<file path="src/rtl/mrs_pkg.sv">
package mrs_pkg;

    typedef enum logic [1:0] {
        CMD_NOP = 2'b00,
        CMD_LMR = 2'b01
    } mem_cmd_e;

    typedef enum logic [1:0] {
        SQ_IDLE,
        SQ_LOAD,
        SQ_GAP
    } seq_state_e;

    // packs into the 12-bit standard register word, burst length at the LSBs
    typedef struct packed {
        logic [4:0] op_mode;
        logic [2:0] cas_lat;
        logic       burst_il;
        logic [2:0] bl_code;
    } std_fields_t;

    localparam logic [1:0] BA_STD = 2'b00;
    localparam logic [1:0] BA_EXT = 2'b10;

    function automatic logic bl_legal(input logic [2:0] code);
        return (code == 3'd1) || (code == 3'd2) || (code == 3'd3);
    endfunction

    function automatic logic [3:0] bl_beats(input logic [2:0] code);
        case (code)
            3'd1:    return 4'd2;
            3'd2:    return 4'd4;
            3'd3:    return 4'd8;
            default: return 4'd0;
        endcase
    endfunction

endpackage

</file>
<file path="src/rtl/mrs_gap_timer.sv">
module mrs_gap_timer #(
    parameter int TMRD = 2
) (
    input  logic clk,
    input  logic rst,
    input  logic start,
    output logic last
);
    localparam int CW = $clog2(TMRD + 1);

    logic [CW-1:0] cnt;

    always_ff @(posedge clk) begin
        if (rst)
            cnt <= '0;
        else if (start)
            cnt <= CW'(TMRD - 1);
        else if (cnt != '0)
            cnt <= cnt - 1'b1;
    end

    assign last = (cnt == CW'(1));

endmodule

</file>
<file path="src/rtl/mrs_field_store.sv">
module mrs_field_store
    import mrs_pkg::*;
#(
    parameter int ADDR_W = 12
) (
    input  logic              clk,
    input  logic              rst,
    input  logic              wr_std,
    input  logic              wr_ext,
    input  std_fields_t       std_word,
    input  logic [ADDR_W-1:0] ext_word,
    output logic [3:0]        cur_bl,
    output logic              cur_bt,
    output logic [2:0]        cur_cl,
    output logic [ADDR_W-1:0] cur_ext
);
    always_ff @(posedge clk) begin
        if (rst) begin
            cur_bl  <= '0;
            cur_bt  <= 1'b0;
            cur_cl  <= '0;
            cur_ext <= '0;
        end else begin
            if (wr_std) begin
                cur_bl <= bl_beats(std_word.bl_code);
                cur_bt <= std_word.burst_il;
                cur_cl <= std_word.cas_lat;
            end
            if (wr_ext)
                cur_ext <= ext_word;
        end
    end

endmodule

</file>
<file path="src/rtl/mrs_load_seq.sv">
module mrs_load_seq
    import mrs_pkg::*;
#(
    parameter int ADDR_W    = 12,
    parameter int TMRD      = 2,
    parameter bit EXT_FIRST = 1'b0
) (
    input  logic              clk,
    input  logic              rst,
    input  logic              req_valid,
    input  logic [1:0]        req_sel,
    input  logic [2:0]        req_bl,
    input  logic              req_bt,
    input  logic [2:0]        req_cl,
    input  logic [4:0]        req_opmode,
    input  logic [ADDR_W-1:0] req_ext,
    input  logic              bank_active,
    input  logic              burst_busy,
    output logic [1:0]        mem_cmd,
    output logic [1:0]        mem_ba,
    output logic [ADDR_W-1:0] mem_addr,
    output logic              busy,
    output logic              done,
    output logic              error,
    output logic [3:0]        cur_bl,
    output logic              cur_bt,
    output logic [2:0]        cur_cl,
    output logic [ADDR_W-1:0] cur_ext
);
    seq_state_e        state;
    logic [1:0]        pend;
    std_fields_t       std_w;
    logic [ADDR_W-1:0] ext_w;
    logic              pick_ext;
    logic              gap_last;
    logic              reject;
    logic              in_load;

    generate
        if (EXT_FIRST) begin : g_ext_first
            assign pick_ext = pend[1];
        end else begin : g_std_first
            assign pick_ext = ~pend[0];
        end
    endgenerate

    assign reject = bank_active || burst_busy || (req_sel == 2'b00) ||
                    (req_sel[0] && !bl_legal(req_bl));
    assign in_load = (state == SQ_LOAD);

    always_ff @(posedge clk) begin
        if (rst) begin
            state <= SQ_IDLE;
            pend  <= '0;
            std_w <= '0;
            ext_w <= '0;
            done  <= 1'b0;
            error <= 1'b0;
        end else begin
            done  <= 1'b0;
            error <= 1'b0;
            case (state)
                SQ_IDLE: begin
                    if (req_valid) begin
                        if (reject) begin
                            error <= 1'b1;
                        end else begin
                            pend  <= req_sel;
                            std_w <= '{op_mode: req_opmode, cas_lat: req_cl,
                                       burst_il: req_bt, bl_code: req_bl};
                            ext_w <= req_ext;
                            state <= SQ_LOAD;
                        end
                    end
                end
                SQ_LOAD: begin
                    pend[pick_ext] <= 1'b0;
                    state          <= SQ_GAP;
                end
                SQ_GAP: begin
                    if (gap_last) begin
                        if (pend != 2'b00) begin
                            state <= SQ_LOAD;
                        end else begin
                            state <= SQ_IDLE;
                            done  <= 1'b1;
                        end
                    end
                end
                default: state <= SQ_IDLE;
            endcase
        end
    end

    mrs_gap_timer #(.TMRD(TMRD)) gap_i (
        .clk   (clk),
        .rst   (rst),
        .start (in_load),
        .last  (gap_last)
    );

    mrs_field_store #(.ADDR_W(ADDR_W)) store_i (
        .clk      (clk),
        .rst      (rst),
        .wr_std   (in_load && !pick_ext),
        .wr_ext   (in_load && pick_ext),
        .std_word (std_w),
        .ext_word (ext_w),
        .cur_bl   (cur_bl),
        .cur_bt   (cur_bt),
        .cur_cl   (cur_cl),
        .cur_ext  (cur_ext)
    );

    always_comb begin
        mem_cmd  = CMD_NOP;
        mem_ba   = BA_STD;
        mem_addr = '0;
        if (in_load) begin
            mem_cmd  = CMD_LMR;
            mem_ba   = pick_ext ? BA_EXT : BA_STD;
            mem_addr = pick_ext ? ext_w : ADDR_W'(std_w);
        end
    end

    assign busy = (state != SQ_IDLE);

endmodule

</file>
<file path="config.mk">
export PLATFORM = sky130hd
export DESIGN_NAME = mrs_load_seq
export DESIGN_NICKNAME = d
export VERILOG_FILES = /design/src/rtl/mrs_pkg.sv /design/src/rtl/mrs_gap_timer.sv /design/src/rtl/mrs_field_store.sv /design/src/rtl/mrs_load_seq.sv
export SDC_FILE = /design/constraint.sdc
export NUM_CORES = 1
export LEC_CHECK = 0
export BUFFER_PORTS_ARGS = -buffer_cell sky130_fd_sc_hd__buf_2
export CAP_MARGIN = 20
export CORE_ASPECT_RATIO = 1.25
export CORE_UTILIZATION = 46
export DETAILED_ROUTE_END_ITERATION = 8
export PLACE_DENSITY = 0.82
export SYNTH_ARGS = -nofsm -noshare
export SYNTH_HDL_FRONTEND = slang
export SYNTH_HIERARCHICAL = 1
export SYNTH_SLANG_ARGS = --single-unit
</file>
<file path="constraint.sdc">
create_clock -name clk -period 1.56 [get_ports clk]
set_input_delay 0.312 -clock clk [delete_from_list [all_inputs] [get_ports clk]]
set_output_delay 0.312 -clock clk [all_outputs]
set_load 0.01 [all_outputs]
</file>
==> metrics.txt, run 1 <==
synthesized cell area=~0.0024 mm2; DIE WIDTH=roughly 66 um; fmax=0.617 GHz; num ports=70; Mean Syn Cell Area=roughly 9.6 um2; DRC=0; CTS Hold Bufs=0; Area contributors post-synth=dfxtp_1, mux2i_1, nand2b_1, nor2_1, buf_4; # rows=28; Crit-path slowest cell=or3b_4; status=finished with violations; critical path's top delay family=simple AND/OR/NAND/NOR gates; CTS sink cnt=51; TNS Setup=-389 ps; ant diodes=0; via count=between 1500 and 2000; cell area after placement=roughly 0.0028 mm2; post-synthesis cell type count=32; commonest non-fill, non-tap cell in the layout=buf_2; Core ar.=between 0.004 and 0.005 mm2; DRT antenna net count=0; Syn-to-layout area delta=30.7%; critical path type=flop to flop; final instance area=0.00311 mm2; most frequent cells in the layout=buf_2, nand2b_1, mux2i_1; CTS root buf=clkbuf_8; worst min-delay path class=primary input to flop; max-cap viol count=0; cell count after synthesis=247; DIE AREA=~0.0055 mm2; clock buffer depth=2; CTS tree=done; layout cells sized above 1=0.358; post-synthesis sequential area ratio=0.430; total CTS buffers=5; failing checks=setup timing; WL met1=2450 um; VDD IR max=0.000587 V; clk_skew=8.24 ps; slack of the critical path=-60.0 ps; fin nets=356; drt wl/cell=between 10 and 15 um; initial antenna violation count=0; part of the power in registers=0.547; multi-input logic area=0.00128 mm2; grt total ovfl=0; Seq. cell area=around 0.0010 mm2; Buf/Inv on CP=2; fin crit period=1620 ps; crit-path cells=or3b_4 -> nor3_4 -> buf_12 -> clkbuf_16 -> mux2i_1; total power=2.52 mW; Clock Latency Late Sink=310 ps; RSZ-0062 raised after global routing=true; routability congestion estimate=0.797; hpwl dp=3650 um; register bit total from synthesis=51; Tcrit/Tclk final=1.04; number of global-route vias before repair=~1800; Via density=a little over 5; Yosys top cell by area=dfxtp_1; Worst Path Arrival=1860 ps; Met2 Wirelength=2920 um; htree depth=2; pwr dens=810 mW/mm2; port bufs=66; first-pass GRT wire length=approximately 8400 um; Max stage delay on crit path=approximately 420 ps; Fin. Hold Viols=0; Slew Limit Fails=0; initial core utilization=0.491; Clock power frac=0.301; Iter 0 DRT Violations=131; Core Util, Final=0.642; startpoint types=flop; Tot GR Track Use=0.210; largest net degree at the start of global routing=39; Req. time, crit path=1800 ps; Sw Ratio=0.264; P_sw=about 0.66 mW; Worst-path clk slew=100 ps; Critical Path Sink Type=flop; Pint=1.85 mW; Gate power share=0.151; Top Layer Used=met4; Crit Path Max Fanout=7; Chip Height=82.4 um; # setup viols final=21; metal3 WL=about 260 um; DR pass1 iterations=4; leakage=1.24 nW; fillers=412; final wirelength=5660 um; Synth top area share=0.430; synth warn=6
-- power by group through the flow --
stage | Combinational [mW] | Clock (mW) | Sequential, mW
6_report | 0.381 | 0.758 | 1.38
5_1_grt | 0.422 | 0.846 | 1.38
4_1_cts | 0.358 | 0.785 | 1.38
3_5_place_dp | 0.343 | 0 | 1.41
3_3_place_gp | 0.326 | 0 | 1.40
2_1_floorplan | 0.248 | 0 | 1.40
-- metrics by stage --
stage	setup WS, ps	hold WS [ps]	std cells
2_1_floorplan	-8.19	381	248
3_3_place_gp	-145	450	370
3_5_place_dp	-175	458	370
4_1_cts	-24.2	239	381
5_1_grt	-89.7	256	384
6_report	-60.0	245	384
-- registers in the layout, indices dropped and copies added, names as in the netlist --
register and flops:
state 2, std_w 12, store_i/cur_cl 3, pend 2, ext_w 12, done 1, store_i/cur_ext 12, store_i/cur_bt 1
gap_i/cnt 2, error 1, store_i/cur_bl 3
-- metal layers --
metal,global-route usage,up-vias
met2,0.358,55
met3,0.0549,2
met1,0.254,916
met5,0,-
li1,-,961
met4,0.0745,0
-- cell families (layout without fill, tap and decap cells) --
| family | count (synthesis) | count (layout) | synth area share |
|---|---|---|---|
| AND/OR/NAND/NOR | 101 | 101 | 0.235 |
| multiplexers | 52 | 52 | 0.219 |
| flip-flops | 51 | 51 | 0.430 |
| buffers and inverters | 25 | 101 | 0.0590 |
| AO/OA/AOI/OAI | 13 | 13 | 0.0400 |
| adder cells (fa/ha/maj) | 2 | 2 | 0.0105 |
| other | 2 | 3 | 0.00316 |
| XOR/XNOR | 1 | 1 | 0.00369 |
-- cell usage after synthesis --
cell / count
nand2b_1: 51
a21oi_1: 5
mux2i_1: 52
nand3_1: 1
o211ai_1: 1
nor2_1: 36
o21bai_1: 1
nor3_1: 2
a211o_1: 1
nand2_1: 1
or3b_1: 1
a21boi_0: 1
a32o_1: 1
or2b_1: 1
buf_6: 3
a2111oi_2: 1
nand4b_1: 1
nor2b_1: 2
or4b_1: 1
o21a_1: 1
clkbuf_1: 8
xor2_1: 1
ha_1: 2
buf_4: 5
buf_2: 4
or2_2: 1
o22ai_1: 1
dfxtp_1: 51
nand4bb_1: 2
or3b_2: 1
inv_1: 5
conb_1: 2
-- area by class of cell --
class,count,area share
Sequential cell,51,0.332
Inverter,5,0.00685
Timing Repair Buffer,88,0.194
Clock buffer,5,0.0222
Tap cell,60,0.0242
Multi-Input combinational cell,172,0.414
Clock inverter,3,0.00645
-- worst paths after layout --
kind	cells after the start	slack (ps)	endpoint	from
worst min register to register	2	480	store_i/cur_bl[1]$_SDFFE_PP0P_	store_i/cur_bl[1]$_SDFFE_PP0P_
worst max register to register	5	-60	std_w[2]$_SDFFE_PP0P_	state[0]$_SDFFE_PP0P_
worst min-delay path	3	240	std_w[9]$_SDFFE_PP0P_	req_opmode[2]
worst max-delay path	5	-60	std_w[2]$_SDFFE_PP0P_	state[0]$_SDFFE_PP0P_
-- repair_timing --
| item | in CTS | in global routing |
|---|---|---|
| gates cloned | 2 | 1 |
| setup buffers | 1 | 2 |
| pin swaps | 1 | 3 |
| setup endpoints to repair | 38 | 37 |
| resized for setup | 18 | 19 |
-- tightest hold or removal path, cell delays in order --
cell	delay [ps]
buf_2	90
nand2b_1	50
mux2i_1	60
Note: power is estimated with default switching activity, not from simulation.
==> inputs of run 2 (changes only) <==
==> constraint.sdc (replaced) <==
create_clock -name clk -period 1.56 [get_ports clk]
set_input_delay 0.312 -clock clk [delete_from_list [all_inputs] [get_ports clk]]
set_output_delay 0.312 -clock clk [all_outputs]
set_load 0.05 [all_outputs]
==> run 2 against run 1 <==
- the run still ends with setup timing left
- core utilization up 3.2 points
- global-route usage up 0.25 points
- clock-buffer cell count unchanged
- register-to-register slack better by 30 ps
- critical path type is now flop to output port
- largest cell class unchanged
==> metrics.txt, run 2 (synthesis results as in run 1) <==
Worst-path clk slew=100 ps (about the same); Req. time, crit path=1250 ps (was 1800 ps); fin nets=353 (was 356); Syn-to-layout area delta=37.3% (was 30.7%); total CTS buffers=5 (unchanged); via count=1947 (was 1934); hold path cells=3 (unchanged); routability congestion estimate=0.839 (was 0.797); fmax=0.607 GHz (was 0.617 GHz); Critical Path Sink Type=output port (was flop); reg2reg start=state[0]$_SDFFE_PP0P_ (unchanged); status=finished with violations (unchanged); fillers=378 (was 412); htree depth=2 (unchanged); Tot GR Track Use=0.213 (was 0.210); Critical Path Source=pend[0]$_SDFFE_PP0P_ (was state[0]$_SDFFE_PP0P_); DIE WIDTH=66.3 um (unchanged); number of global-route vias before repair=1817 (was 1805); Core Util, Final=0.675 (was 0.642); VDD IR max=0.000481 V (was 0.000587 V); layout cells sized above 1=0.389 (was 0.358); largest net degree at the start of global routing=41 (was 39); CTS sink cnt=51 (unchanged); drt wl/cell=15.0 um (was 14.8 um); critical path type=flop to output port (was flop to flop); DRT antenna net count=0 (unchanged); Crit Path Max Fanout=7 (unchanged); failing checks=setup timing (unchanged); Slew Limit Fails=0 (unchanged); CTS tree=done (unchanged); grt total ovfl=0 (unchanged); biggest regs=ext_w (12), std_w (12), store_i/cur_ext (12) (unchanged); Via density=5.11 (was 5.04); Tcrit/Tclk final=1.06 (was 1.04); DIE AREA=0.00546 mm2 (unchanged); num ports=70 (unchanged); CTS root buf=clkbuf_8 (unchanged); # setup viols final=14 (was 21); initial core utilization=0.491 (unchanged); worst min-delay path class=primary input to flop (unchanged); total power=2.61 mW (was 2.52 mW); Iter 0 DRT Violations=120 (was 131); Clock Latency Late Sink=310 ps (about the same); fin crit period=1650 ps (was 1620 ps); commonest non-fill, non-tap cell in the layout=buf_2 (unchanged); final wirelength=5720 um (was 5660 um); RSZ-0062 raised after global routing=true (unchanged); # rows=28 (unchanged); crit-path cells=buf_12 -> mux2i_1 -> nor2_2 -> buf_6 (was or3b_4 -> nor3_4 -> buf_12 -> clkbuf_16 -> mux2i_1); Worst Path Arrival=1340 ps (was 1860 ps); startpoint types=flop (unchanged); CTS Hold Bufs=0 (unchanged); Register-to-Register Path Depth=4 (was 5); most frequent cells in the layout=buf_2, nand2b_1, dfxtp_1 (was buf_2, nand2b_1, mux2i_1); hpwl dp=3420 um (was 3650 um); Final Non-Filler Cells=381 (was 384); clk_skew=10.7 ps (was 8.24 ps); leakage=1.26 nW (was 1.24 nW); clock buffer depth=2 (unchanged); Cells after DPL=364 (was 370); DRC=0 (unchanged); hold path startpoint=req_ext[3] (was req_opmode[2]); pwr dens=799 mW/mm2 (was 810 mW/mm2); slack of the critical path=-87.9 ps (was -60.0 ps); ant diodes=0 (unchanged); pre-CTS setup slack=-178 ps (was -175 ps); initial antenna violation count=0 (unchanged); first-pass GRT wire length=8570 um (was 8390 um); Max stage delay on crit path=400 ps (was 420 ps); Crit-path slowest cell=dfxtp_4 (was or3b_4); max-cap viol count=0 (unchanged); Chip Height=82.4 um (unchanged); Core ar.=0.00483 mm2 (unchanged); port bufs=66 (unchanged); DR pass1 iterations=4 (unchanged); Fin. Hold Viols=0 (unchanged)
-- run 2: worst max-delay path, delay by kind of cell (launching register included) --
| kind | cells | cell delay, ps |
|---|---|---|
| buf+inv | 2 | 310 |
| flops | 1 | 400 |
| mux | 1 | 260 |
| simple gates | 1 | 60 |
-- run 2: repair_timing --
item	CTS	global route
setup buffers	3	2
cloned	2	3
resized for setup	45	19
pin swaps	6	6
hold endpoints to repair	0	0
setup endpoints to repair	16	29
-- run 2: metal layers --
layer  global-route usage  up-vias  part of all wire
met5                    0        -                 0
met3               0.0371       11             0.045
met1                0.254      917              0.42
met2                0.362       61              0.52
met4                0.111        0             0.023
li1                     -      958                 -
-- run 2: layout make-up --
class | count | area [um2] | area share
well taps | 60 | 75.1 | 0.0230
flip-flops and latches | 51 | 1030 | 0.316
repair buffers | 85 | 694 | 0.213
clock inverters | 3 | 26.3 | 0.00806
multi-input cells | 172 | 1350 | 0.414
clock buffers | 5 | 68.8 | 0.0211
inverters | 5 | 18.8 | 0.00575
-- run 2: worst paths after layout --
path | to | slack, ps
max | mem_addr[2] | -90
min | ext_w[3]$_SDFFE_PP0P_ | 250
max reg2reg | std_w[10]$_SDFFE_PP0P_ | -30
min reg2reg | done$_SDFF_PP0_ | 480
-- run 2: per-stage QoR --
step	instance area [um2]	hold slack (ps)	setup TNS, ps
finish	3260	246	-599
global placement	2820	436	-3160
detailed placement	2820	453	-3880
global route	3260	248	-1700
CTS	3150	242	-499
floorplan	2410	381	-4950
-- run 2: power breakdown --
part / switching (mW) / internal (mW)
registers: 0.0330 / 1.34
clock network: 0.477 / 0.331
logic: 0.218 / 0.202
==> inputs of run 3 (changes only) <==
--- a/config.mk
+++ b/config.mk
@@ -6,11 +6,11 @@
 export NUM_CORES = 1
 export LEC_CHECK = 0
 export BUFFER_PORTS_ARGS = -buffer_cell sky130_fd_sc_hd__buf_2
-export CAP_MARGIN = 20
 export CORE_ASPECT_RATIO = 1.25
-export CORE_UTILIZATION = 46
+export CORE_UTILIZATION = 51
 export DETAILED_ROUTE_END_ITERATION = 8
-export PLACE_DENSITY = 0.82
+export MAX_ROUTING_LAYER = met4
+export PLACE_DENSITY = 0.86
 export SYNTH_ARGS = -nofsm -noshare
 export SYNTH_HDL_FRONTEND = slang
 export SYNTH_HIERARCHICAL = 1
==> constraint.sdc (replaced) <==
create_clock -name clk -period 1.6 [get_ports clk]
set_input_delay 0.32 -clock clk [delete_from_list [all_inputs] [get_ports clk]]
set_output_delay 0.32 -clock clk [all_outputs]
set_load 0.05 [all_outputs]
==> run 3 against run 2 <==
- register-to-register slack improved by 90 ps
- clock-buffer cell count is the same
- core utilization grew 3.8 points
- the flow still finishes with violations (setup timing)
- routed wire length decreased by 8.1%
- first-iteration DRC count shrank 18%
- sequential cell count stayed put
- largest power group unchanged
- global-route usage rose by 1.4 points
- highest routed layer unchanged
- sequential power about the same
- non-clock buffer count decreased by 3
- critical path type unchanged
- sequential share of layout area grew 0.98 points
- die area is 9.5% lower
==> metrics.txt, run 3 (synthesis results as in run 1) <==
Tcrit/Tclk final=1.03; cell area after placement=0.00282 mm2 (about the same); # setup viols final=7 (was 14); Fin. Hold Viols=0 (unchanged); initial core utilization=0.537 (was 0.491); Syn-to-layout area delta=32.8% (was 37.3%); clk_skew=6.61 ps (was 10.7 ps); commonest non-fill, non-tap cell in the layout=buf_2 (unchanged); initial antenna violation count=0 (unchanged); Core Util, Final=0.713 (was 0.675); worst r2r dst=std_w[1]$_SDFFE_PP0P_ (was std_w[10]$_SDFFE_PP0P_); GR Util met2=0.398 (was 0.362); DRT antenna net count=0 (unchanged); CTS sink cnt=51 (unchanged); hold path startpoint=req_opmode[3] (was req_ext[3]); most frequent cells in the layout=buf_2, nand2b_1, dfxtp_1 (unchanged); fillers=343 (was 378); ant diodes=0 (unchanged); fin nets=350 (was 353); via count=1890 (was 1947); hpwl dp=3530 um (was 3420 um); gr busiest metal=met2 (unchanged); Tot GR Track Use=0.227 (was 0.213); CTS root buf=clkbuf_8 (unchanged); final instance area=0.00316 mm2 (was 0.00326 mm2); pre-CTS setup slack=-158 ps (was -178 ps); status=finished with violations (unchanged); TNS Setup=-128 ps (was -599 ps); largest net degree at the start of global routing=30 (was 41); CTS Hold Bufs=0 (unchanged); reg2reg start=state[1]$_SDFFE_PP0P_ (was state[0]$_SDFFE_PP0P_); hold path endpoint=std_w[10]$_SDFFE_PP0P_ (was ext_w[3]$_SDFFE_PP0P_); CTS tree=done (unchanged); max-cap viol count=0 (unchanged); routability congestion estimate=0.871 (was 0.839); DRC=0 (unchanged); Chip Height=78.3 um (was 82.4 um); port bufs=66 (unchanged); startpoint types=flop (unchanged); total CTS buffers=5 (unchanged); met3 usage=0.0407 (was 0.0371); Via density=5.03 (was 5.11); M1 GR Usage=0.258 (was 0.254); minimum hold slack=266 ps (was 246 ps); Worst R2R Setup Slack=60 ps (was -30 ps); leakage=1.22 nW (was 1.26 nW); Slew Limit Fails=0 (unchanged); worst min-delay path class=primary input to flop (unchanged); Critical Path Sink Type=output port (unchanged); DIE AREA=0.00494 mm2 (was 0.00546 mm2); RSZ-0062 raised after global routing=true (unchanged); Crit Path Max Fanout=8 (was 7); Core ar.=0.00443 mm2 (was 0.00483 mm2); fin crit period=1650 ps; num ports=70 (unchanged); Cells after DPL=365 (was 364); Req. time, crit path=1280 ps (was 1250 ps); final wirelength=5250 um (was 5720 um); Worst-path clk slew=100 ps (about the same); pwr dens=781 mW/mm2 (was 799 mW/mm2); htree depth=2 (unchanged); drt wl/cell=14.0 um (was 15.0 um); Final Non-Filler Cells=376 (was 381); clock buffer depth=2 (unchanged); Worst Path Arrival=1330 ps (was 1340 ps); total power=2.47 mW (was 2.61 mW); Register-to-Register Path Depth=4 (unchanged); VDD IR max=0.000463 V (was 0.000481 V); grt total ovfl=0 (unchanged); first-pass GRT wire length=8500 um (was 8570 um); biggest regs=ext_w (12), std_w (12), store_i/cur_ext (12) (unchanged); failing checks=setup timing (unchanged); critical path type=flop to output port (unchanged); fmax=0.606 GHz; Iter 0 DRT Violations=98 (was 120); # rows=27 (was 28); DIE WIDTH=63.1 um (was 66.3 um); DR pass1 iterations=4 (unchanged); number of global-route vias before repair=1878 (was 1817); Clock Latency Late Sink=300 ps (was 310 ps); slack of the critical path=-49.5 ps (was -87.9 ps); hold path cells=3 (unchanged); layout cells sized above 1=0.362 (was 0.389)
run 3: final cells by class:
class,count,area [um2],share of cell area
tap,58,72.6,0.0230
clock inverter,3,20.0,0.00634
sequential,51,1030,0.326
clock buffer,5,68.8,0.0218
inverter,5,18.8,0.00595
multi-input combinational,172,1340,0.424
timing repair buffer,82,609,0.193
run 3: power breakdown:
group / internal [mW] / total (mW) / leakage, nW / switching, mW
clock network: 0.305 / 0.727 / 0.0402 / 0.422
logic: 0.185 / 0.394 / 0.762 / 0.208
registers: 1.31 / 1.35 / 0.414 / 0.0338
run 3: worst max-delay path, cell delays in order (launching register included):
cell and delay, ps:
dfxtp_4 390, buf_12 160, mux2i_1 270, nor2_2 60, buf_6 150
run 3: worst max path at each step:
stage / startpoint / to / slack [ps] / depth (start not counted)
floorplan: state[1]$_SDFFE_PP0P_ / store_i/cur_ext[0]$_SDFFE_PP0P_ / -160 / 6
global placement: req_bl[2] / pend[0]$_SDFFE_PP0P_ / -110 / 5
detailed placement: req_bl[2] / ext_w[3]$_SDFFE_PP0P_ / -160 / 7
CTS: pend[0]$_SDFFE_PP0P_ / mem_addr[0] / -9 / 4
global route: pend[0]$_SDFFE_PP0P_ / mem_addr[2] / -90 / 4
finish: pend[0]$_SDFFE_PP0P_ / mem_addr[2] / -50 / 4
run 3: timing repair:
| action | CTS | global route |
|---|---|---|
| resized for setup | 40 | 17 |
| setup buffers | 0 | 2 |
| pin swaps | 0 | 1 |
| endpoints found under the setup margin | 15 | 31 |
| cloned | 1 | 0 |
run 3: layer usage:
layer  vias up  part of all wire
li1        941                 -
met1       890              0.42
met2        52              0.52
met3         7             0.040
met4         0             0.017
met5         -                 0
